$ cat src/rtl/cbc_pkg.sv
package cbc_pkg;

  // Supply health as seen by the gating logic.
  typedef struct packed {
    logic main_ok;
    logic rail_ok;
  } sup_state_t;

  // Every supply flag must be set before pulses are allowed.
  function automatic logic sup_good(sup_state_t s);
    return s.main_ok & s.rail_ok;
  endfunction

endpackage

$ cat src/rtl/cbc_sync.sv
module cbc_sync #(
  parameter int STAGES = 2
) (
  input  logic clk,
  input  logic rst,
  input  logic d,
  output logic level,
  output logic rise
);
  localparam int LAST = STAGES - 1;

  logic [LAST:0] chain;
  logic          prev_q;

  always_ff @(posedge clk) begin
    if (rst) begin
      chain  <= '0;
      prev_q <= 1'b0;
    end else begin
      chain  <= {chain[LAST-1:0], d};
      prev_q <= chain[LAST];
    end
  end

  assign level = chain[LAST];
  assign rise  = chain[LAST] & ~prev_q;
endmodule

$ cat src/rtl/cbc_hyst.sv
module cbc_hyst #(
  parameter int W      = 13,
  parameter int ON_LVL = 4500,
  parameter int OFF_LVL = 4250
) (
  input  logic         clk,
  input  logic         rst,
  input  logic [W-1:0] level,
  output logic         ok
);
  localparam logic [W-1:0] ON_C  = W'(ON_LVL);
  localparam logic [W-1:0] OFF_C = W'(OFF_LVL);

  logic ok_d;

  always_comb begin
    if (ok) ok_d = (level >= OFF_C);
    else    ok_d = (level >= ON_C);
  end

  always_ff @(posedge clk) begin
    if (rst) ok <= 1'b0;
    else     ok <= ok_d;
  end
endmodule

$ cat src/rtl/cbc_thresh.sv
module cbc_thresh #(
  parameter int CS_W    = 11,
  parameter int OFFSET  = 25,
  parameter int LIM_MIN = 250,
  parameter int LIM_MAX = 1000,
  parameter int LIM_DEF = 500
) (
  input  logic            clk,
  input  logic            rst,
  input  logic [CS_W-1:0] sense_code,
  input  logic [CS_W-1:0] lim_code,
  input  logic            lim_valid,
  output logic [CS_W-1:0] thr_q,
  output logic            trip
);
  localparam int CW = CS_W + 1;
  localparam logic [CS_W-1:0] MAX_C = CS_W'(LIM_MAX);
  localparam logic [CS_W-1:0] DEF_C = CS_W'(LIM_DEF);
  localparam logic [CW-1:0]   OFF_C = CW'(OFFSET);

  logic [CS_W-1:0] cs_q;
  logic [CS_W-1:0] top_lim;
  logic [CS_W-1:0] thr_d;

  assign top_lim = (lim_code > MAX_C) ? MAX_C : lim_code;

  generate
    if (LIM_MIN > 0) begin : g_floor
      localparam logic [CS_W-1:0] MIN_C = CS_W'(LIM_MIN);
      always_comb begin
        if (!lim_valid)         thr_d = DEF_C;
        else if (top_lim < MIN_C) thr_d = MIN_C;
        else                    thr_d = top_lim;
      end
    end else begin : g_nofloor
      always_comb begin
        if (!lim_valid) thr_d = DEF_C;
        else            thr_d = top_lim;
      end
    end
  endgenerate

  always_ff @(posedge clk) begin
    if (rst) begin
      cs_q  <= '0;
      thr_q <= DEF_C;
    end else begin
      cs_q  <= sense_code;
      thr_q <= thr_d;
    end
  end

  // Offset added on the sense side keeps the compare unsigned when thr < OFFSET.
  assign trip = ({1'b0, cs_q} + OFF_C) > {1'b0, thr_q};
endmodule

$ cat src/rtl/cbc_limiter.sv
module cbc_limiter
  import cbc_pkg::*;
#(
  parameter int CS_W     = 11,
  parameter int SUP_W    = 13,
  parameter int OFFSET   = 25,
  parameter int LIM_MIN  = 250,
  parameter int LIM_MAX  = 1000,
  parameter int LIM_DEF  = 500,
  parameter int MAIN_ON  = 4500,
  parameter int MAIN_OFF = 4250,
  parameter int RAIL_ON  = 3000,
  parameter int RAIL_OFF = 2800,
  parameter int SYNC_N   = 2
) (
  input  logic             clk,
  input  logic             rst,
  input  logic             pwm_in,
  input  logic [CS_W-1:0]  sense_code,
  input  logic [CS_W-1:0]  lim_code,
  input  logic             lim_valid,
  input  logic [SUP_W-1:0] vmain_code,
  input  logic [SUP_W-1:0] vrail_code,
  output logic             drive_out,
  output logic             limit_flag
);
  logic            pwm_s;
  logic            rise;
  logic [CS_W-1:0] thr_q;
  logic            trip;
  sup_state_t      sup;
  logic            pg;
  logic            lat_q;
  logic            lat_n;
  logic            drive_q;
  logic            flag_q;

  cbc_sync #(.STAGES(SYNC_N)) u_sync (
    .clk(clk), .rst(rst), .d(pwm_in), .level(pwm_s), .rise(rise)
  );

  cbc_thresh #(
    .CS_W(CS_W), .OFFSET(OFFSET), .LIM_MIN(LIM_MIN),
    .LIM_MAX(LIM_MAX), .LIM_DEF(LIM_DEF)
  ) u_thr (
    .clk(clk), .rst(rst), .sense_code(sense_code), .lim_code(lim_code),
    .lim_valid(lim_valid), .thr_q(thr_q), .trip(trip)
  );

  cbc_hyst #(.W(SUP_W), .ON_LVL(MAIN_ON), .OFF_LVL(MAIN_OFF)) u_main (
    .clk(clk), .rst(rst), .level(vmain_code), .ok(sup.main_ok)
  );

  cbc_hyst #(.W(SUP_W), .ON_LVL(RAIL_ON), .OFF_LVL(RAIL_OFF)) u_rail (
    .clk(clk), .rst(rst), .level(vrail_code), .ok(sup.rail_ok)
  );

  assign pg = sup_good(sup);

  // Latch: set by a trip, kept until a clean PWM rising edge; a trip wins.
  assign lat_n = pg & (trip | (lat_q & ~rise));

  always_ff @(posedge clk) begin
    if (rst) begin
      lat_q   <= 1'b0;
      drive_q <= 1'b0;
      flag_q  <= 1'b1;
    end else begin
      lat_q   <= lat_n;
      drive_q <= pg & pwm_s & ~lat_n;
      flag_q  <= ~pg | lat_n;
    end
  end

  assign drive_out  = drive_q;
  assign limit_flag = flag_q;
endmodule

$ cat config.mk
export PLATFORM = sky130hd
export DESIGN_NAME = cbc_limiter
export DESIGN_NICKNAME = d
export VERILOG_FILES = /design/src/rtl/cbc_pkg.sv /design/src/rtl/cbc_sync.sv /design/src/rtl/cbc_hyst.sv /design/src/rtl/cbc_thresh.sv /design/src/rtl/cbc_limiter.sv
export SDC_FILE = /design/constraint.sdc
export NUM_CORES = 1
export LEC_CHECK = 0
export ABC_CLOCK_PERIOD_IN_PS = 3500
export BUFFER_PORTS_ARGS = -buffer_cell sky130_fd_sc_hd__buf_2
export CAP_MARGIN = 20
export CORE_MARGIN = 2
export CORE_UTILIZATION = 45
export DETAILED_ROUTE_END_ITERATION = 12
export HOLD_SLACK_MARGIN = 0.02
export PLACE_DENSITY = 0.72
export SLEW_MARGIN = 5
export SYNTH_ARGS = -nofsm -noshare
export SYNTH_HDL_FRONTEND = slang
export SYNTH_SLANG_ARGS = --single-unit
$ cat constraint.sdc
create_clock -name clk -period 3.5 [get_ports clk]
set_clock_uncertainty 0.2 [all_clocks]
set_input_delay 0.175 -clock clk [delete_from_list [all_inputs] [get_ports clk]]
set_output_delay 0.175 -clock clk [all_outputs]
set_load 0.02 [all_outputs]
==> results.toml <==
[cells_and_area]
fin_util = 0.719
diodes = 0
final_layout_size_suffix_gt1_frac = 0.249
area_growth_pct = 51.1
layout.nets = 312

[clock_tree]
ctsResizeCount = 0
tritoncts = "done"
cts_max_path_buffers = 2
h-tree-depth = 2
cts_setup_buffers = 0
numCtsBuffers = 5
root_buffer = "clkbuf_4"
path_clk_slew_ns = 0.09
clkSinkCount = 30
clock_latency_ns = 0.33

[global_routing]
overflow = 0
use_met2 = 0.395
track_usage = 0.209
grt_pass1_vias = 1384
met3_usage = 0.0661
grt_max_degree = 19
use_met1 = 0.218
grt_pass1_wl_um = 5600
antenna_found_initial = 0
top_usage_layer = "met2"

[placed_design]
hpwl_um = 2320
gp_congestion = 0.702
numPortBuffers = 49

[routing]
route.detailed.drc = 0
antenna_left = 0
num_vias = 1395
wirelength_um = 3280
dr.pass1.iters = 6
post_drt_wl_per_cell_um = 11.2
first_iter_violations = 24
viasPerCell = 4.76

[worst_setup_path]
endpoint_kind = "flip-flop"
crit_fanout = 3
crit_path_start = "u_thr.cs_q[0]"
path_cells = "ha_1, a21oi_1, a21boi_0, nand2_1, xnor2_1, ha_1, nand3_1, nor3_1, a21boi_0, o41a_1, o21a_1"
r2r_cells = 11
regToRegEndpoint = "lat_q"
slowest_delay_ns = 0.39
worstSetupPathType = "reg -> reg"
slowest_stage = "a21boi_0"
crit_arrival_ns = 2.97
r2r-start = "u_thr.cs_q[0]"
endpoint = "lat_q"
required_ns = 3.58
crit_path_start_kind = "flip-flop"
ff2ff_setup_slack_ns = 0.61

[logic_synthesis]
ys_types = 40
postSynthCellCount = 157
syn_area_per_cell_um2 = 9.25
synth_top_area_cell = "dfxtp_1"
syn_nets = 221
synth-seq-cells = 30
ys_seq_area_frac = 0.413
synthArstFlopShare = 0
synth_area_um2 = 1450
synth-edff-count = 0
synth_area_leaders = "dfxtp_1, ha_1, nor2b_1, inv_1, xnor2_1"
yosysWarnings = 0
synth_top_area_frac = 0.413
ys.flop_type = "dfxtp_1"

[min_path]
hold_path_class = "in -> reg"

[timing]
finalCritPeriodShare = 0.826
rsz0062_at_grt = "false"
hold_viol_final = 0
fin_setup_tns_ns = 0
drv_slew = 0
max_freq_mhz = 346
setup_viol_count_final = 0
min_period_ns = 2.89
whs_ns = 0.0677

[die]
start_util = 0.476
ioPinCount = 54
row_count = 20
coreArea_um2 = 3050
die_w_um = 60.8
die_y_um = 60.8
dieArea_um2 = 3700

[flow_run]
maxCapViolCount = 0

[power]
power.density_nw_per_um2 = 340
ir_drop_mv = 0.209
leakage_nw = 1.07

[run_status]
outcome = "completed"
-- layout make-up --
| class | instances | area [um^2] |
|---|---|---|
| tap | 44 | 55.1 |
| timing repair buffer | 86 | 616 |
| fill | 248 | 858 |
| clock buffer | 8 | 78.8 |
| multi-input combinational | 109 | 785 |
| sequential | 30 | 601 |
| inverter | 16 | 60.1 |
-- state kept, by name, indices dropped and copies added, names as in the netlist --
signal / flops
u_main.ok: 1
limit_flag: 1
u_sync.chain: 2
drive_out: 1
u_thr.cs_q: 11
u_sync.prev_q: 1
u_thr.thr_q: 11
u_rail.ok: 1
lat_q: 1
-- cells in the mapped netlist (2+ instances only) --
cell type,n
nand2b_1,2
a21oi_1,9
nor3_1,4
ha_1,12
nand2_1,9
nor2_1,8
and3_1,2
nand3_1,4
and4_1,2
or3_1,4
xor2_1,2
xnor2_1,6
dfxtp_1,30
inv_1,16
nor2b_1,15
o21ai_0,5
clkbuf_1,2
a21boi_0,2
o31a_1,2
-- cell usage in the layout, fill, tap and decap left out, drive strengths merged, types with 5 or more instances in the layout --
master	netlist	final
buf	0	49
xnor2	6	6
nor2	8	8
o21ai	5	5
dfxtp	30	30
nor2b	15	15
nand2	9	9
a21oi	9	9
dlygate4sd3	0	37
clkbuf	2	8
inv	16	16
ha	12	12
-- where the power goes --
part           leakage (nW)  internal (mW)  total (mW)  switching, mW
clock network        0.0446          0.137       0.253          0.116
logic                 0.781         0.0774       0.129         0.0515
registers             0.248          0.356       0.365        0.00875
total                  1.07          0.571       0.747          0.176
-- through the flow --
stage	power, mW	setup WS [ns]	instance area, um^2	cells
3_3_place_gp	0.463	0.729	1750	248
5_1_grt	0.789	0.337	2190	293
2_1_floorplan	0.425	0.946	1450	157
4_1_cts	0.753	0.602	2190	293
3_5_place_dp	0.468	0.617	1750	248
6_report	0.747	0.610	2190	293
-- repair_timing --
item	CTS	global route
endpoints found under the setup margin	0	0
hold buffers	37	0
endpoints found under the hold margin	25	0
-- worst max-delay path, delay by kind of cell, from the launching register on --
kind / cells / cell delay (ns)
compound gates: 5 / 1.09
xor+xnor: 1 / 0.16
fa+ha+maj: 2 / 0.51
flops: 1 / 0.36
simple gates: 3 / 0.53
-- cells by family after synthesis --
group                      after synthesis  synth area share
DFF                                     30             0.413
AOI/OAI and AO/OA                       30             0.152
other                                    1           0.00258
and+or+nand+nor                         58             0.233
xor gates and xnor gates                 8            0.0482
adders and majority gates               12             0.103
buffers and inverters                   18            0.0465
-- worst min path at each step --
| stage | start | endpoint | slack (ns) | depth (start not counted) |
|---|---|---|---|---|
| floorplan | rst | u_thr.cs_q[0] | 0.05 | 1 |
| global placement | lim_code[6] | u_thr.thr_q[6] | 0.18 | 2 |
| detailed placement | lim_code[7] | u_thr.thr_q[7] | 0.18 | 2 |
| CTS | lim_valid | u_thr.thr_q[3] | 0.06 | 3 |
| global route | lim_code[4] | u_thr.thr_q[4] | 0.1 | 4 |
| finish | lim_valid | u_thr.thr_q[3] | 0.07 | 3 |
-- routing by layer --
| layer | part of all wire | routed length [um] |
|---|---|---|
| met2 | 0.53 | 1760 |
| met3 | 0.055 | 179 |
| met4 | 0.013 | 43 |
| met1 | 0.40 | 1300 |
| met5 | 0 | 0 |
No activity file was read; power rests on OpenSTA's default activity.
